===== src/rtl/dze_pkg.sv =====
package dze_pkg;

  localparam int unsigned INSTR_W   = 32;
  localparam int unsigned REG_IDX_W = 5;
  localparam int unsigned CR_W      = 4;

  // Field layout of the instruction word, most significant field first.
  typedef struct packed {
    logic [5:0]           opcd;
    logic [REG_IDX_W-1:0] rt;
    logic [REG_IDX_W-1:0] ra;
    logic [REG_IDX_W-1:0] rb;
    logic                 oe;
    logic [8:0]           xo;
    logic                 rc;
  } dze_instr_t;

  typedef struct packed {
    logic lt;
    logic gt;
    logic eq;
    logic so;
  } cr_field_t;

endpackage


===== src/rtl/dze_decode.sv =====
module dze_decode
  import dze_pkg::*;
#(
  parameter int unsigned PRIM_OPC = 31,
  parameter int unsigned EXT_OPC  = 264
) (
  input  logic [INSTR_W-1:0]   instr,
  input  logic                 valid,
  output logic                 hit,
  output logic                 miss,
  output logic                 oe,
  output logic                 rc,
  output logic [REG_IDX_W-1:0] rt
);

  localparam logic [5:0] PRIM_V = PRIM_OPC[5:0];
  localparam logic [8:0] EXT_V  = EXT_OPC[8:0];

  dze_instr_t f;
  logic       unused_src_idx;

  assign f              = dze_instr_t'(instr);
  assign unused_src_idx = ^{f.ra, f.rb};

  assign hit  = valid && (f.opcd == PRIM_V) && (f.xo == EXT_V);
  assign miss = valid && !hit;
  assign oe   = f.oe;
  assign rc   = f.rc;
  assign rt   = f.rt;

endmodule


===== src/rtl/dze_arith.sv =====
module dze_arith #(
  parameter int unsigned DATA_W = 32
) (
  input  logic [DATA_W-1:0] a,
  input  logic [DATA_W-1:0] b,
  output logic [DATA_W-1:0] result,
  output logic              a_gt_b,
  output logic              pos_ovf
);

  localparam int unsigned EXT_W = DATA_W + 1;

  // Sign-extended B + ~A + 1, one bit wider than the operands.
  function automatic logic [EXT_W-1:0] wide_diff(input logic [DATA_W-1:0] x,
                                                 input logic [DATA_W-1:0] y);
    logic [EXT_W-1:0] xe;
    logic [EXT_W-1:0] ye;
    xe = {x[DATA_W-1], x};
    ye = {y[DATA_W-1], y};
    return ye + ~xe + EXT_W'(1);
  endfunction

  function automatic logic sgt(input logic [DATA_W-1:0] x,
                               input logic [DATA_W-1:0] y);
    return $signed(x) > $signed(y);
  endfunction

  // Above the largest positive value: the wide sign is clear but the narrow sign is set.
  function automatic logic above_max(input logic [EXT_W-1:0] d);
    return !d[EXT_W-1] && d[DATA_W-1];
  endfunction

  logic [EXT_W-1:0] diff_w;

  assign diff_w  = wide_diff(a, b);
  assign a_gt_b  = sgt(a, b);
  assign result  = a_gt_b ? '0 : diff_w[DATA_W-1:0];
  assign pos_ovf = !a_gt_b && above_max(diff_w);

endmodule


===== src/rtl/dze_flags.sv =====
module dze_flags
  import dze_pkg::*;
#(
  parameter int unsigned DATA_W = 32
) (
  input  logic              hit,
  input  logic              oe,
  input  logic              rc,
  input  logic              pos_ovf,
  input  logic [DATA_W-1:0] result,
  input  logic              so_in,
  input  logic              ov_in,
  input  cr_field_t         cr_in,
  output logic              so_nxt,
  output logic              ov_nxt,
  output cr_field_t         cr_nxt
);

  function automatic cr_field_t compare_zero(input logic [DATA_W-1:0] r,
                                             input logic so);
    cr_field_t c;
    c.lt = r[DATA_W-1];
    c.eq = (r == '0);
    c.gt = !c.lt && !c.eq;
    c.so = so;
    return c;
  endfunction

  logic xer_upd;
  logic cr_upd;

  assign xer_upd = hit && oe;
  assign cr_upd  = hit && rc;

  always_comb begin
    ov_nxt = ov_in;
    so_nxt = so_in;
    if (xer_upd) begin
      ov_nxt = pos_ovf;
      so_nxt = so_in | pos_ovf;
    end
    cr_nxt = cr_upd ? compare_zero(result, so_nxt) : cr_in;
  end

endmodule


===== src/rtl/dze_unit.sv =====
module dze_unit
  import dze_pkg::*;
#(
  parameter int unsigned DATA_W   = 32,
  parameter int unsigned PRIM_OPC = 31,
  parameter int unsigned EXT_OPC  = 264
) (
  input  logic                 clk,
  input  logic                 rst_n,
  input  logic                 in_valid,
  input  logic [INSTR_W-1:0]   instr,
  input  logic [DATA_W-1:0]    opnd_a,
  input  logic [DATA_W-1:0]    opnd_b,
  input  logic                 xer_so_in,
  input  logic                 xer_ov_in,
  input  logic                 xer_ca_in,
  input  logic [CR_W-1:0]      cr0_in,
  output logic [DATA_W-1:0]    res_data,
  output logic                 res_we,
  output logic [REG_IDX_W-1:0] res_rt,
  output logic                 xer_so_out,
  output logic                 xer_ov_out,
  output logic                 xer_ca_out,
  output logic [CR_W-1:0]      cr0_out,
  output logic                 unmatched
);

  // Named internal events, visible to the bound checker.
  logic                 dec_hit;
  logic                 dec_miss;
  logic                 dec_oe;
  logic                 dec_rc;
  logic [REG_IDX_W-1:0] dec_rt;
  logic [DATA_W-1:0]    calc_res;
  logic                 clamp_evt;
  logic                 ovf_evt;
  logic                 so_nxt;
  logic                 ov_nxt;
  cr_field_t            cr_nxt;

  dze_decode #(
    .PRIM_OPC(PRIM_OPC),
    .EXT_OPC (EXT_OPC)
  ) u_dec (
    .instr(instr),
    .valid(in_valid),
    .hit  (dec_hit),
    .miss (dec_miss),
    .oe   (dec_oe),
    .rc   (dec_rc),
    .rt   (dec_rt)
  );

  dze_arith #(.DATA_W(DATA_W)) u_alu (
    .a      (opnd_a),
    .b      (opnd_b),
    .result (calc_res),
    .a_gt_b (clamp_evt),
    .pos_ovf(ovf_evt)
  );

  dze_flags #(.DATA_W(DATA_W)) u_flg (
    .hit    (dec_hit),
    .oe     (dec_oe),
    .rc     (dec_rc),
    .pos_ovf(ovf_evt),
    .result (calc_res),
    .so_in  (xer_so_in),
    .ov_in  (xer_ov_in),
    .cr_in  (cr_field_t'(cr0_in)),
    .so_nxt (so_nxt),
    .ov_nxt (ov_nxt),
    .cr_nxt (cr_nxt)
  );

  always_ff @(posedge clk or negedge rst_n) begin
    if (!rst_n) begin
      res_data   <= '0;
      res_we     <= 1'b0;
      res_rt     <= '0;
      xer_so_out <= 1'b0;
      xer_ov_out <= 1'b0;
      xer_ca_out <= 1'b0;
      cr0_out    <= '0;
      unmatched  <= 1'b0;
    end else begin
      res_data   <= dec_hit ? calc_res : '0;
      res_we     <= dec_hit;
      res_rt     <= dec_hit ? dec_rt : '0;
      xer_so_out <= so_nxt;
      xer_ov_out <= ov_nxt;
      xer_ca_out <= xer_ca_in;
      cr0_out    <= cr_nxt;
      unmatched  <= dec_miss;
    end
  end

endmodule


===== config.mk =====
export PLATFORM = sky130hd
export DESIGN_NAME = dze_unit
export DESIGN_NICKNAME = d
export VERILOG_FILES = /design/src/rtl/dze_pkg.sv /design/src/rtl/dze_decode.sv /design/src/rtl/dze_arith.sv /design/src/rtl/dze_flags.sv /design/src/rtl/dze_unit.sv
export SDC_FILE = /design/constraint.sdc
export NUM_CORES = 1
export LEC_CHECK = 0
export ABC_AREA = 1
export BUFFER_PORTS_ARGS = -buffer_cell sky130_fd_sc_hd__buf_2
export CAP_MARGIN = 15
export CORE_MARGIN = 3
export CORE_UTILIZATION = 30
export CTS_BUF_LIST = sky130_fd_sc_hd__clkbuf_8
export CTS_CLUSTER_DIAMETER = 120
export DETAILED_ROUTE_END_ITERATION = 16
export REMOVE_ABC_BUFFERS = 1
export SYNTH_ARGS = -nofsm -noshare
export SYNTH_HDL_FRONTEND = slang
export SYNTH_SLANG_ARGS = --single-unit

===== constraint.sdc =====
create_clock -name clk -period 0.9 [get_ports clk]
set_input_delay 0.135 -clock clk [delete_from_list [all_inputs] [get_ports clk]]
set_output_delay 0.135 -clock clk [all_outputs]
set_load 0.01 [all_outputs]

* Word level (Yosys, flattened, before mapping) *
Index checks and enable logic that the tools add are counted.

word-level totals
  flip-flop bits (word level) = 46
  bits in latches = 0
  bits in writable memories = 0
  memory bits (read-only) = 0
  bits of input ports = 106
  output and inout port bits = 46
  logic and storage cells = 35
  memories kept = 0

cells by class
  $add $sub $neg = 2
  $mul = 0
  div/mod/pow operators = 0
  magnitude comparators = 1
  equal/unequal tests = 2
  shift operators = 0
  multiplexer cells = 6
  bitwise gates (word level) = 2
  reductions and logical operators = 14

operators by type and width
  kind                   count
  $mux 32                2
  $add 33x1->33 const B  1
  $add 33x33->33         1
  $not 33->33            1
  $gt 32x32->1           1
  $logic_not 32->1       1
  $eq 9x9->1 const B     1
  $logic_and 1x1->1      8
  $eq 6x5->1 const B     1
  $logic_not 1->1        5
  $mux 5                 1
  $mux 4                 1
  $mux 1                 2
  $or 1x1->1             1

* Longest topological paths before layout *
Gate-level depths: netlist (run 1).

  depth in word-level cells = 9
  depth in mapped cells = 24
  gate-level depth less buffers = 23

* Cells and area by module *
A second synthesis (run 1) with hierarchy kept.

unflattened totals
  cells, all modules = 872
  area, all modules = 5,307.6 µm²

modules (own cells, without submodules)
  module      times used  cells an instance  area an instance (µm²)  sequential area each (µm²)
  dze_arith   1           666                3,492.1                 0.0
  dze_unit    1           124                1,473.9                 1,151.1
  dze_flags   1           50                 192.7                   0.0
  dze_decode  1           32                 148.9                   0.0

* Worst setup path before layout (run 1) *
No wires, ideal clock.

  path kind = input port to flip-flop
  start = input port opnd_b[0]
  end = register cr0_out[2]
  library setup time = 116 ps
  arrival = 1,936 ps
  required time = 784 ps
  slack = -1,153 ps
  stages = 20
  buffers on the path = 0
  cell sequence = inv_1 > ha_1 > inv_1 > fa_1 > nand2_1 > nand3_1 > nand3_1 > nand3_1 > nand2_1 > nand3b_1 > nand2_1 > inv_1 > o21ai_0 > nand2_1 > inv_1 > nand2_1 > nor2_1 > nand2_1 > nand2_1 > nand2_1

RTL lines
  element                 line            RTL
  start: declaration      dze_unit.sv:13  input logic [DATA_W-1:0] opnd_b,
  end signal: assignment  dze_unit.sv:93  cr0_out <= cr_nxt;
  end: declaration        dze_unit.sv:24  output logic [CR_W-1:0] cr0_out,

==> flow_metrics.env, run 1 <==
export IMPL_yosys_warnings=0
export IMPL_dominantRegCellSynth="dfrtp_1"
export IMPL_drc_errors=0
export IMPL_worstMarginPinSlew_ns=0.363
export IMPL_start_util_pct=31.1
export IMPL_design_die_area_mm2=0.0190
export IMPL_die_w_um=138
export IMPL_gr_usage_all_layers_pct=17.4
export IMPL_synth_edf_count=0
export IMPL_ys_ff_latch=46
export IMPL_final_common_cell="buf_4"
export IMPL_yosysSeqAreaShare_pct=22.0
export IMPL_path_max_fanout=4
export IMPL_path_clk_slew_ns=0.08
export IMPL_grtUsageMet2_pct=30.9
export IMPL_muxShareOfSynthArea_pct=0
export IMPL_synth_largest_area_cell="dfrtp_1"
export IMPL_power_density_mw_per_mm2=946
export IMPL_syn_area_mm2=0.00523
export IMPL_routed_via_count=6214
export IMPL_fmax_mhz=527
export IMPL_fin_util_pct=59.3
export IMPL_cp_end_kind="flip-flop"
export IMPL_antenna_found_initial=0
export IMPL_setup_slack_ns=-0.997
export IMPL_grt_first_pass_wirelength_um=28300
export IMPL_core_area_mm2=0.0168
export IMPL_tritoncts="done"
export IMPL_synth_cells=852
export IMPL_postRouteAntennaNets=0
export IMPL_gp_congestion=0.900
export IMPL_final_net_count=1373
export IMPL_viasPerCell=4.37
export IMPL_detail_route_wirelength_um=18100
export IMPL_run_status="finished with violations"
export IMPL_row_count=47
export IMPL_synth_top_family_by_area="simple AND/OR/NAND/NOR gates"
export IMPL_drv_slew=0
export IMPL_portBuffers=141
export IMPL_layout_common_cells="buf_4 (176), nand2_1 (162), inv_1 (154), buf_2 (94), nand2_2 (89)"
export IMPL_relSlewSlack_pct=75.8
export IMPL_grt_busiest_layer="met2"
export IMPL_cap_violations=0
export IMPL_fin_cells=1423
export IMPL_io_pins=152
export IMPL_syn_avg_cell_area_um2=6.14
export IMPL_crit_arrival_ns=2.08
export IMPL_grt_max_degree=47
export IMPL_hold_viol_final=0
export IMPL_total_power_mw=9.44
export IMPL_synth_top_area_share_pct=22.0
export IMPL_ys_async_sr_fraction_pct=100
export IMPL_min_from="cr0_in[1]"
export IMPL_synth_compound_area_share_pct=7.32
export IMPL_rsz0062_at_grt="true"
export IMPL_critPathKind="in -> reg"
export IMPL_synthAdderAreaFrac_pct=15.7
export IMPL_cts_inserted_buffers=5
export IMPL_yosys_area_share_simple_pct=36.1
export IMPL_leakage_nw=5.46
export IMPL_violations="setup timing"
export IMPL_holdPathStages=3
export IMPL_gr_total_overflow=0
export IMPL_htree_levels=2
export IMPL_grtUsageMet1_pct=23.4
export IMPL_power_ir_vdd_worst_v=0.000900
export IMPL_critPathLaunchType="input port"
export IMPL_synth_xor_area_share_pct=2.85
export IMPL_place_hpwl_um=13600
export IMPL_synth_area_leaders="dfrtp_1 (22%), nand2_1 (20%), ha_1 (15%)"
export IMPL_synth_cell_type_count=35
export IMPL_dp_cells=1364
export IMPL_drt_initial_drc_count=245
export IMPL_cts_sinks=46
export IMPL_drt_first_pass_iters=4
export IMPL_cts_root_buffer="clkbuf_8"
export IMPL_wl_per_cell_um=12.7
export IMPL_clockBufferDepth=2
export IMPL_antenna_cells=0
export IMPL_setup_viol=84
export IMPL_hold_end="cr0_out[1]"
export IMPL_die_h_um=138
export IMPL_fin_crit_sh_pct=211
export IMPL_drive_gt1_share_pct=59.9
export IMPL_globalRouteMet3Util_pct=2.18
export IMPL_cp_data_required_time_ns=1.09
export IMPL_grt_pass1_vias=6015
export IMPL_hold_path_class="in -> reg"
export IMPL_fin_crit_ns=1.90
export IMPL_syn_to_final_growth_pct=90.9
## worst max-delay path by stage
stage / startpoint / to / slack (ns) / depth (start not counted)
final: opnd_b[15] / cr0_out[2] / -1.0 / 18
after CTS: opnd_b[0] / cr0_out[2] / -0.99 / 19
after global placement: opnd_a[9] / cr0_out[2] / -1.53 / 20
after floorplan: opnd_a[27] / cr0_out[2] / -1.23 / 19
after global routing: opnd_a[4] / cr0_out[2] / -1.14 / 22
after detailed placement: opnd_a[17] / cr0_out[2] / -1.53 / 21
## routing by layer
metal	up-vias	share of wire, %
met1	2797	45
met3	13	4.4
met4	0	0.88
met5	-	0
met2	147	50
li1	3257	-
## logic make-up (layout without fill, tap and decap cells)
| logic type | count (synthesis) | count (layout) |
|---|---|---|
| simple gates | 437 | 440 |
| buf+inv | 220 | 568 |
| compound gates | 67 | 67 |
| fa+ha+maj | 65 | 65 |
| flops | 46 | 46 |
| xor+xnor | 17 | 17 |
## layout make-up
type / count / area, um^2
Timing Repair Buffer: 347 / 2700
Multi-Input combinational cell: 589 / 4930
Clock buffer: 6 / 82.6
Clock inverter: 2 / 12.5
Timing Repair inverter: 1 / 7.51
Sequential cell: 46 / 1150
Fill cell: 1490 / 6840
Inverter: 212 / 820
Tap cell: 220 / 275
## where the power goes
part	internal [mW]	switching (mW)	total [mW]
Combinational	2.95	3.15	6.10
Clock	0.616	0.632	1.25
Sequential	2.08	0.00478	2.09
Total	5.65	3.78	9.44
## cells in the mapped netlist (2+ instances only)
| cell type | number |
|---|---|
| a21oi_1 | 37 |
| and2_1 | 3 |
| buf_2 | 2 |
| clkbuf_1 | 3 |
| dfrtp_1 | 46 |
| ha_1 | 64 |
| inv_1 | 209 |
| inv_2 | 3 |
| nand2_1 | 273 |
| nand2_2 | 16 |
| nand3_1 | 28 |
| nand3b_1 | 9 |
| nand4_1 | 9 |
| nor2_1 | 57 |
| nor2_2 | 9 |
| nor3_1 | 21 |
| nor3_2 | 2 |
| nor4_1 | 7 |
| o21a_1 | 3 |
| o21ai_0 | 9 |
| o21ai_1 | 7 |
| o21ai_2 | 3 |
| o21bai_1 | 5 |
| xnor2_1 | 2 |
| xor2_1 | 15 |
## worst max-delay path: stages
cell and delay (ns):
buf_4 0.12, ha_4 0.32, nand2_4 0.09, nor2_4 0.10, inv_2 0.06, nor2_4 0.13, nand4_1 0.14, nand3_2 0.11
xor2_2 0.21, inv_1 0.07, o21ai_1 0.14, nand2_1 0.06, inv_1 0.05, nand2_1 0.06, nor2_2 0.11, nand2_1 0.07
nand2_1 0.05, nand2_1 0.04
## what timing repair did
item / 4_1_cts / 5_1_grt
setup endpoints to repair: 89 / 91
hold buffers: 2 / 0
gates resized for setup: 263 / 271
cloned: 5 / 0
buffers inserted: 26 / 27
hold endpoints to repair: 47 / 0
pin swaps: 51 / 160
## per-stage QoR
step	setup slack (ns)	setup TNS (ns)	cell area, um^2	hold WS [ns]
final	-0.997	-33.89	9980	0.0471
after detailed placement	-1.53	-53.55	7370	0.130
after floorplan	-1.23	-40.35	5180	-0.161
after CTS	-0.992	-31.84	8850	0.0308
after global placement	-1.53	-51.85	7370	0.130
after global routing	-1.14	-39.15	9980	0.0396
## flip-flops by register name, indices dropped and copies added, names as in the netlist
register / cells
xer_ov_out: 1
unmatched: 1
res_data: 32
xer_ca_out: 1
cr0_out: 4
res_rt: 5
res_we: 1
xer_so_out: 1
No activity file was read; power rests on OpenSTA's default activity.
==> run 2: changes to the inputs <==
--- a/config.mk
+++ b/config.mk
@@ -13,7 +13,10 @@
 export CTS_BUF_LIST = sky130_fd_sc_hd__clkbuf_8
 export CTS_CLUSTER_DIAMETER = 120
 export DETAILED_ROUTE_END_ITERATION = 16
+export MAX_ROUTING_LAYER = met4
 export REMOVE_ABC_BUFFERS = 1
+export SKIP_CTS_REPAIR_TIMING = 1
+export SLEW_MARGIN = 10
 export SYNTH_ARGS = -nofsm -noshare
 export SYNTH_HDL_FRONTEND = slang
 export SYNTH_SLANG_ARGS = --single-unit
==> run 2 against run 1 <==
  * The flow still finishes with violations (setup timing)
  * First-iteration DRC count decreased by 22%
  * Wire length decreased by 3.2%
  * Sequential cell count unchanged
  * Non-clock buffer count decreased by 9
  * Sequential share of layout area increased by 0.93 points
  * Worst hold slack about the same
  * Sequential power about the same
  * Critical path type unchanged
  * Largest cell class unchanged
  * Largest power group unchanged
==> flow_metrics.env, run 2 (synthesis gave the netlist of run 1 again) <==
export IMPL_run_status="finished with violations"
export IMPL_violations="setup timing"
export IMPL_cts_sinks=46
export IMPL_final_common_cell="nand2_1"
export IMPL_tritoncts="done"
export IMPL_drive_gt1_share_pct=51.7
export IMPL_drc_errors=0
export IMPL_power_frac_seq_pct=24.4
export IMPL_rsz0062_at_grt="true"
export IMPL_holdPathStages=3
export IMPL_dp_cells=1376
export IMPL_row_count=47
export IMPL_design_die_area_mm2=0.0190
export IMPL_top_regs="res_data: 32 flops, res_rt: 5 flops, cr0_out: 4 flops"
export IMPL_switchingPower_mw=3.37
export IMPL_hold_viol_final=0
export IMPL_drv_slew=0
export IMPL_worstMarginPinSlew_ns=0.418
export IMPL_die_h_um=138
export IMPL_drt_initial_drc_count=190
export IMPL_core_area_mm2=0.0168
export IMPL_fin_crit_ns=1.95
export IMPL_postRouteAntennaNets=0
export IMPL_power_density_mw_per_mm2=927
export IMPL_cts_inserted_buffers=5
export IMPL_gr_total_overflow=0
export IMPL_clockBufferDepth=2
export IMPL_setup_viol=85
export IMPL_total_power_mw=8.56
export IMPL_io_pins=152
export IMPL_critPathKind="in -> reg"
export IMPL_wl_per_cell_um=12.4
export IMPL_routed_via_count=6111
export IMPL_htree_levels=2
export IMPL_largest_register="res_data"
export IMPL_setup_slack_ns=-1.05
export IMPL_leakage_nw=5.20
export IMPL_antenna_found_initial=0
export IMPL_grt_pass1_vias=5677
export IMPL_die_w_um=138
export IMPL_cp_end_kind="flip-flop"
export IMPL_fin_crit_sh_pct=216
export IMPL_critPathSlowestCell="ha_4"
export IMPL_drt_first_pass_iters=4
export IMPL_hold_path_class="in -> reg"
export IMPL_switching_share_pct=39.4
export IMPL_power_frac_clock_pct=12.9
export IMPL_syn_to_final_growth_pct=76.6
export IMPL_gp_congestion=0.909
export IMPL_place_hpwl_um=13900
export IMPL_place_area_mm2=0.00747
export IMPL_intPower_mw=5.19
export IMPL_crit_arrival_ns=2.13
export IMPL_fin_area_mm2=0.00923
export IMPL_layout_common_cells="nand2_1 (207), buf_4 (182), inv_1 (172), buf_2 (113), nand2_2 (67)"
export IMPL_path_max_fanout=4
export IMPL_fin_cells=1413
export IMPL_cp_top_family="simple AND/OR/NAND/NOR gates"
export IMPL_viasPerCell=4.32
export IMPL_min_from="cr0_in[0]"
export IMPL_combPwrFrac_pct=62.7
export IMPL_grt_max_degree=47
export IMPL_detail_route_wirelength_um=17500
export IMPL_hold_end="cr0_out[0]"
export IMPL_path_clk_slew_ns=0.07
export IMPL_portBuffers=141
export IMPL_start_util_pct=31.1
export IMPL_relSlewSlack_pct=72.0
export IMPL_antenna_cells=0
export IMPL_largest_reg_flops=32
export IMPL_fillerInstances=1615
export IMPL_fmax_mhz=513
export IMPL_cts_root_buffer="clkbuf_8"
export IMPL_path_cells="buf_2 -> inv_1 -> ha_4 -> nand2_1 -> nand2_1 -> a21oi_2 -> nand2_2 -> nand2_1 -> nand2_2 -> nand2_2 -> buf_6 -> nand3_2 -> nand2_1 -> inv_2 -> o21ai_1 -> nand2_1 -> inv_1 -> nand2_2 -> nor2_4 -> nand2_1 -> nand2_1 -> nand2_1"
export IMPL_gr_usage_all_layers_pct=16.6
export IMPL_final_net_count=1364
export IMPL_cp_data_required_time_ns=1.08
export IMPL_cp_slowest_stage_delay_ns=0.23
export IMPL_cap_violations=0
export IMPL_power_ir_vdd_worst_v=0.000748
export IMPL_critPathLaunchType="input port"
export IMPL_cp_common_cell="nand2_1"
export IMPL_grt_first_pass_wirelength_um=26200
export IMPL_crit_buf_inv=5
==> run 2: cell type report <==
class	instances	area [um^2]	share of cell area [%]
Clock buffer	5	68.8	0.745
Timing Repair inverter	1	7.51	0.0813
Tap cell	220	275	2.98
Timing Repair Buffer	338	2460	26.7
Multi-Input combinational cell	589	4460	48.3
Inverter	212	805	8.71
Sequential cell	46	1150	12.5
Clock inverter	2	7.51	0.0813
==> run 2: worst max path at each step <==
stage | from | endpoint | slack (ns) | cells after the start
after CTS | opnd_a[26] | cr0_out[2] | -1.25 | 22
after detailed placement | opnd_a[25] | cr0_out[2] | -1.55 | 19
after global routing | opnd_a[4] | cr0_out[2] | -1.21 | 22
final | opnd_a[4] | cr0_out[2] | -1.05 | 22
after global placement | opnd_a[25] | cr0_out[2] | -1.57 | 22
after floorplan | opnd_a[27] | cr0_out[2] | -1.23 | 19
==> run 2: power groups by stage <==
stage / registers [mW] / clock network (mW) / logic, mW
finish: 2.09 / 1.11 / 5.37
CTS: 2.09 / 1.14 / 3.99
global route: 2.09 / 1.24 / 5.90
global placement: 2.13 / 0 / 3.95
detailed placement: 2.13 / 0 / 3.98
floorplan: 2.14 / 0 / 1.94
==> run 2: layer usage <==
layer / global-route usage [%] / vias to the layer above / wire [um]
met4: 1.92 / 0 / 263
li1: - / 3235 / -
met1: 23.2 / 2714 / 8210
met5: - / - / 0
met2: 27.0 / 145 / 8380
met3: 1.52 / 17 / 696
==> run 2: metrics by stage <==
stage / setup slack (ns) / utilization (%) / hold slack [ns] / setup TNS, ns
2_1_floorplan: -1.23 / - / -0.161 / -40.35
3_3_place_gp: -1.57 / 44.4 / 0.130 / -52.56
3_5_place_dp: -1.55 / 44.4 / 0.133 / -52.12
4_1_cts: -1.25 / 44.9 / -0.178 / -40.01
5_1_grt: -1.21 / 54.9 / 0.0525 / -43.02
6_report: -1.05 / 54.9 / 0.0468 / -36.17
==> run 3: changes to the inputs <==
--- a/config.mk
+++ b/config.mk
@@ -14,6 +14,7 @@
 export CTS_CLUSTER_DIAMETER = 120
 export DETAILED_ROUTE_END_ITERATION = 16
 export MAX_ROUTING_LAYER = met4
+export PLACE_DENSITY = 0.55
 export REMOVE_ABC_BUFFERS = 1
 export SKIP_CTS_REPAIR_TIMING = 1
 export SLEW_MARGIN = 10
==> run 3 against run 2 <==
  * The run still ends with setup timing left
  * Combinational power is 5.4% lower
  * Total power is 1.2% higher
  * Maximum frequency is 3.6% higher
  * Wire length is 1.0% lower
  * Critical path depth is 2 lower
  * Clock power is 35% higher
  * Sequential share of layout area is 0.051 points higher
  * Via count is 0.16% lower
  * Die area stayed put
  * Global-route usage is 0.32 points lower
  * First-iteration DRC count is 2.6% lower
  * Worst setup slack better by 0.067 ns
  * Largest cell class unchanged
==> flow_metrics.env, run 3 (synthesis gave the netlist of run 1 again) <==
export IMPL_cts_root_buffer="clkbuf_8"
export IMPL_gp_congestion=0.885
export IMPL_gr_usage_all_layers_pct=16.3
export IMPL_tritoncts="done"
export IMPL_power_density_mw_per_mm2=942
export IMPL_antenna_cells=0
export IMPL_die_w_um=138
export IMPL_hold_viol_final=0
export IMPL_fmax_mhz=532
export IMPL_wl_per_cell_um=12.4
export IMPL_layout_common_cells="nand2_1 (196), inv_1 (164), buf_4 (163), buf_2 (108), nand2_2 (71)"
export IMPL_post_place_ws_ns=-1.54
export IMPL_setup_viol=87
export IMPL_top_regs="res_data: 32 flops, res_rt: 5 flops, cr0_out: 4 flops"
export IMPL_cp_startpoint="opnd_b[13]"
export IMPL_setup_slack_ns=-0.981
export IMPL_die_h_um=138
export IMPL_final_net_count=1346
export IMPL_htree_levels=2
export IMPL_critPathKind="in -> reg"
export IMPL_fin_crit_ns=1.88
export IMPL_cts_sinks=46
export IMPL_cap_violations=0
export IMPL_design_die_area_mm2=0.0190
export IMPL_start_util_pct=31.1
export IMPL_leakage_nw=5.24
export IMPL_path_max_fanout=5
export IMPL_drv_slew=0
export IMPL_fin_area_mm2=0.00920
export IMPL_hold_path_class="in -> reg"
export IMPL_io_pins=152
export IMPL_power_frac_clock_pct=17.3
export IMPL_cp_data_required_time_ns=1.09
export IMPL_drc_errors=0
export IMPL_detail_route_wirelength_um=17400
export IMPL_grt_first_pass_wirelength_um=25700
export IMPL_rsz0062_at_grt="true"
export IMPL_core_area_mm2=0.0168
export IMPL_power_ir_vdd_worst_v=0.000744
export IMPL_grt_max_degree=47
export IMPL_tns_ns=-32.52
export IMPL_combPwrFrac_pct=58.6
export IMPL_path_clk_slew_ns=0.08
export IMPL_row_count=47
export IMPL_cts_inserted_buffers=5
export IMPL_crit_arrival_ns=2.07
export IMPL_min_from="cr0_in[0]"
export IMPL_drt_initial_drc_count=185
export IMPL_portBuffers=141
export IMPL_run_status="finished with violations"
export IMPL_antenna_found_initial=0
export IMPL_routed_via_count=6101
export IMPL_viasPerCell=4.37
export IMPL_drive_gt1_share_pct=51.4
export IMPL_worstMarginPinSlew_ns=0.405
export IMPL_cp_end_kind="flip-flop"
export IMPL_switchingPower_mw=3.34
export IMPL_syn_to_final_growth_pct=75.9
export IMPL_critPathLaunchType="input port"
export IMPL_intPower_mw=5.32
export IMPL_grt_pass1_vias=5488
export IMPL_relSlewSlack_pct=72.9
export IMPL_final_common_cell="nand2_1"
export IMPL_gr_total_overflow=0
export IMPL_place_hpwl_um=13800
export IMPL_fin_crit_sh_pct=209
export IMPL_drt_first_pass_iters=5
export IMPL_largest_reg_flops=32
export IMPL_place_area_mm2=0.00735
export IMPL_total_power_mw=8.67
export IMPL_postRouteAntennaNets=0
export IMPL_power_frac_seq_pct=24.1
export IMPL_clockBufferDepth=2
export IMPL_violations="setup timing"
export IMPL_switching_share_pct=38.6
export IMPL_largest_register="res_data"
-- run 3: worst max-delay path: stages --
cell	delay (ns)
buf_2	0.13
ha_4	0.32
nand2_4	0.07
nor2_4	0.14
inv_2	0.05
buf_4	0.16
nor2_2	0.10
nand4_1	0.16
nand3_1	0.11
nand2_1	0.05
nand2_1	0.09
inv_1	0.05
o21ai_1	0.11
nand2_1	0.06
inv_1	0.05
nand2_1	0.05
nor2_2	0.09
nand2_1	0.06
nand2_1	0.05
nand2_1	0.05
-- run 3: worst paths after layout --
| path | end | cells after the start |
|---|---|---|
| worst min-delay path | cr0_out[0] | 3 |
| max in group asynchronous | unmatched | 3 |
| worst max-delay path | cr0_out[2] | 20 |
| min in group asynchronous | res_rt[1] | 3 |
-- run 3: cell type report --
type	instances	area, um^2
Clock inverter	3	45.0
Inverter	212	811
Tap cell	220	275
Clock buffer	5	68.8
Sequential cell	46	1150
Fill cell	1665	7620
Timing Repair Buffer	321	2390
Multi-Input combinational cell	589	4450
-- run 3: metrics by stage --
step	util [%]	hold slack, ns	instances
6_report	54.7	0.0358	1396
5_1_grt	54.7	0.0383	1396
4_1_cts	44.4	-0.189	1369
3_5_place_dp	43.7	0.135	1361
3_3_place_gp	43.7	0.131	1361
2_1_floorplan	-	-0.161	844
-- run 3: routing by layer --
layer  track usage, %  vias to the layer above  part of all wire (%)
li1                 -                     3203                     -
met5                -                        -                     0
met2             25.8                      156                    48
met4             3.02                        0                  0.96
met3             1.35                       13                   4.4
met1             23.0                     2729                    47
-- run 3: power groups by stage --
stage | clock, mW | combinational, mW | sequential (mW)
2_1_floorplan | 0 | 1.94 | 2.14
3_3_place_gp | 0 | 3.88 | 2.13
3_5_place_dp | 0 | 3.89 | 2.13
4_1_cts | 1.55 | 3.90 | 2.09
5_1_grt | 1.63 | 5.61 | 2.09
6_report | 1.50 | 5.08 | 2.09
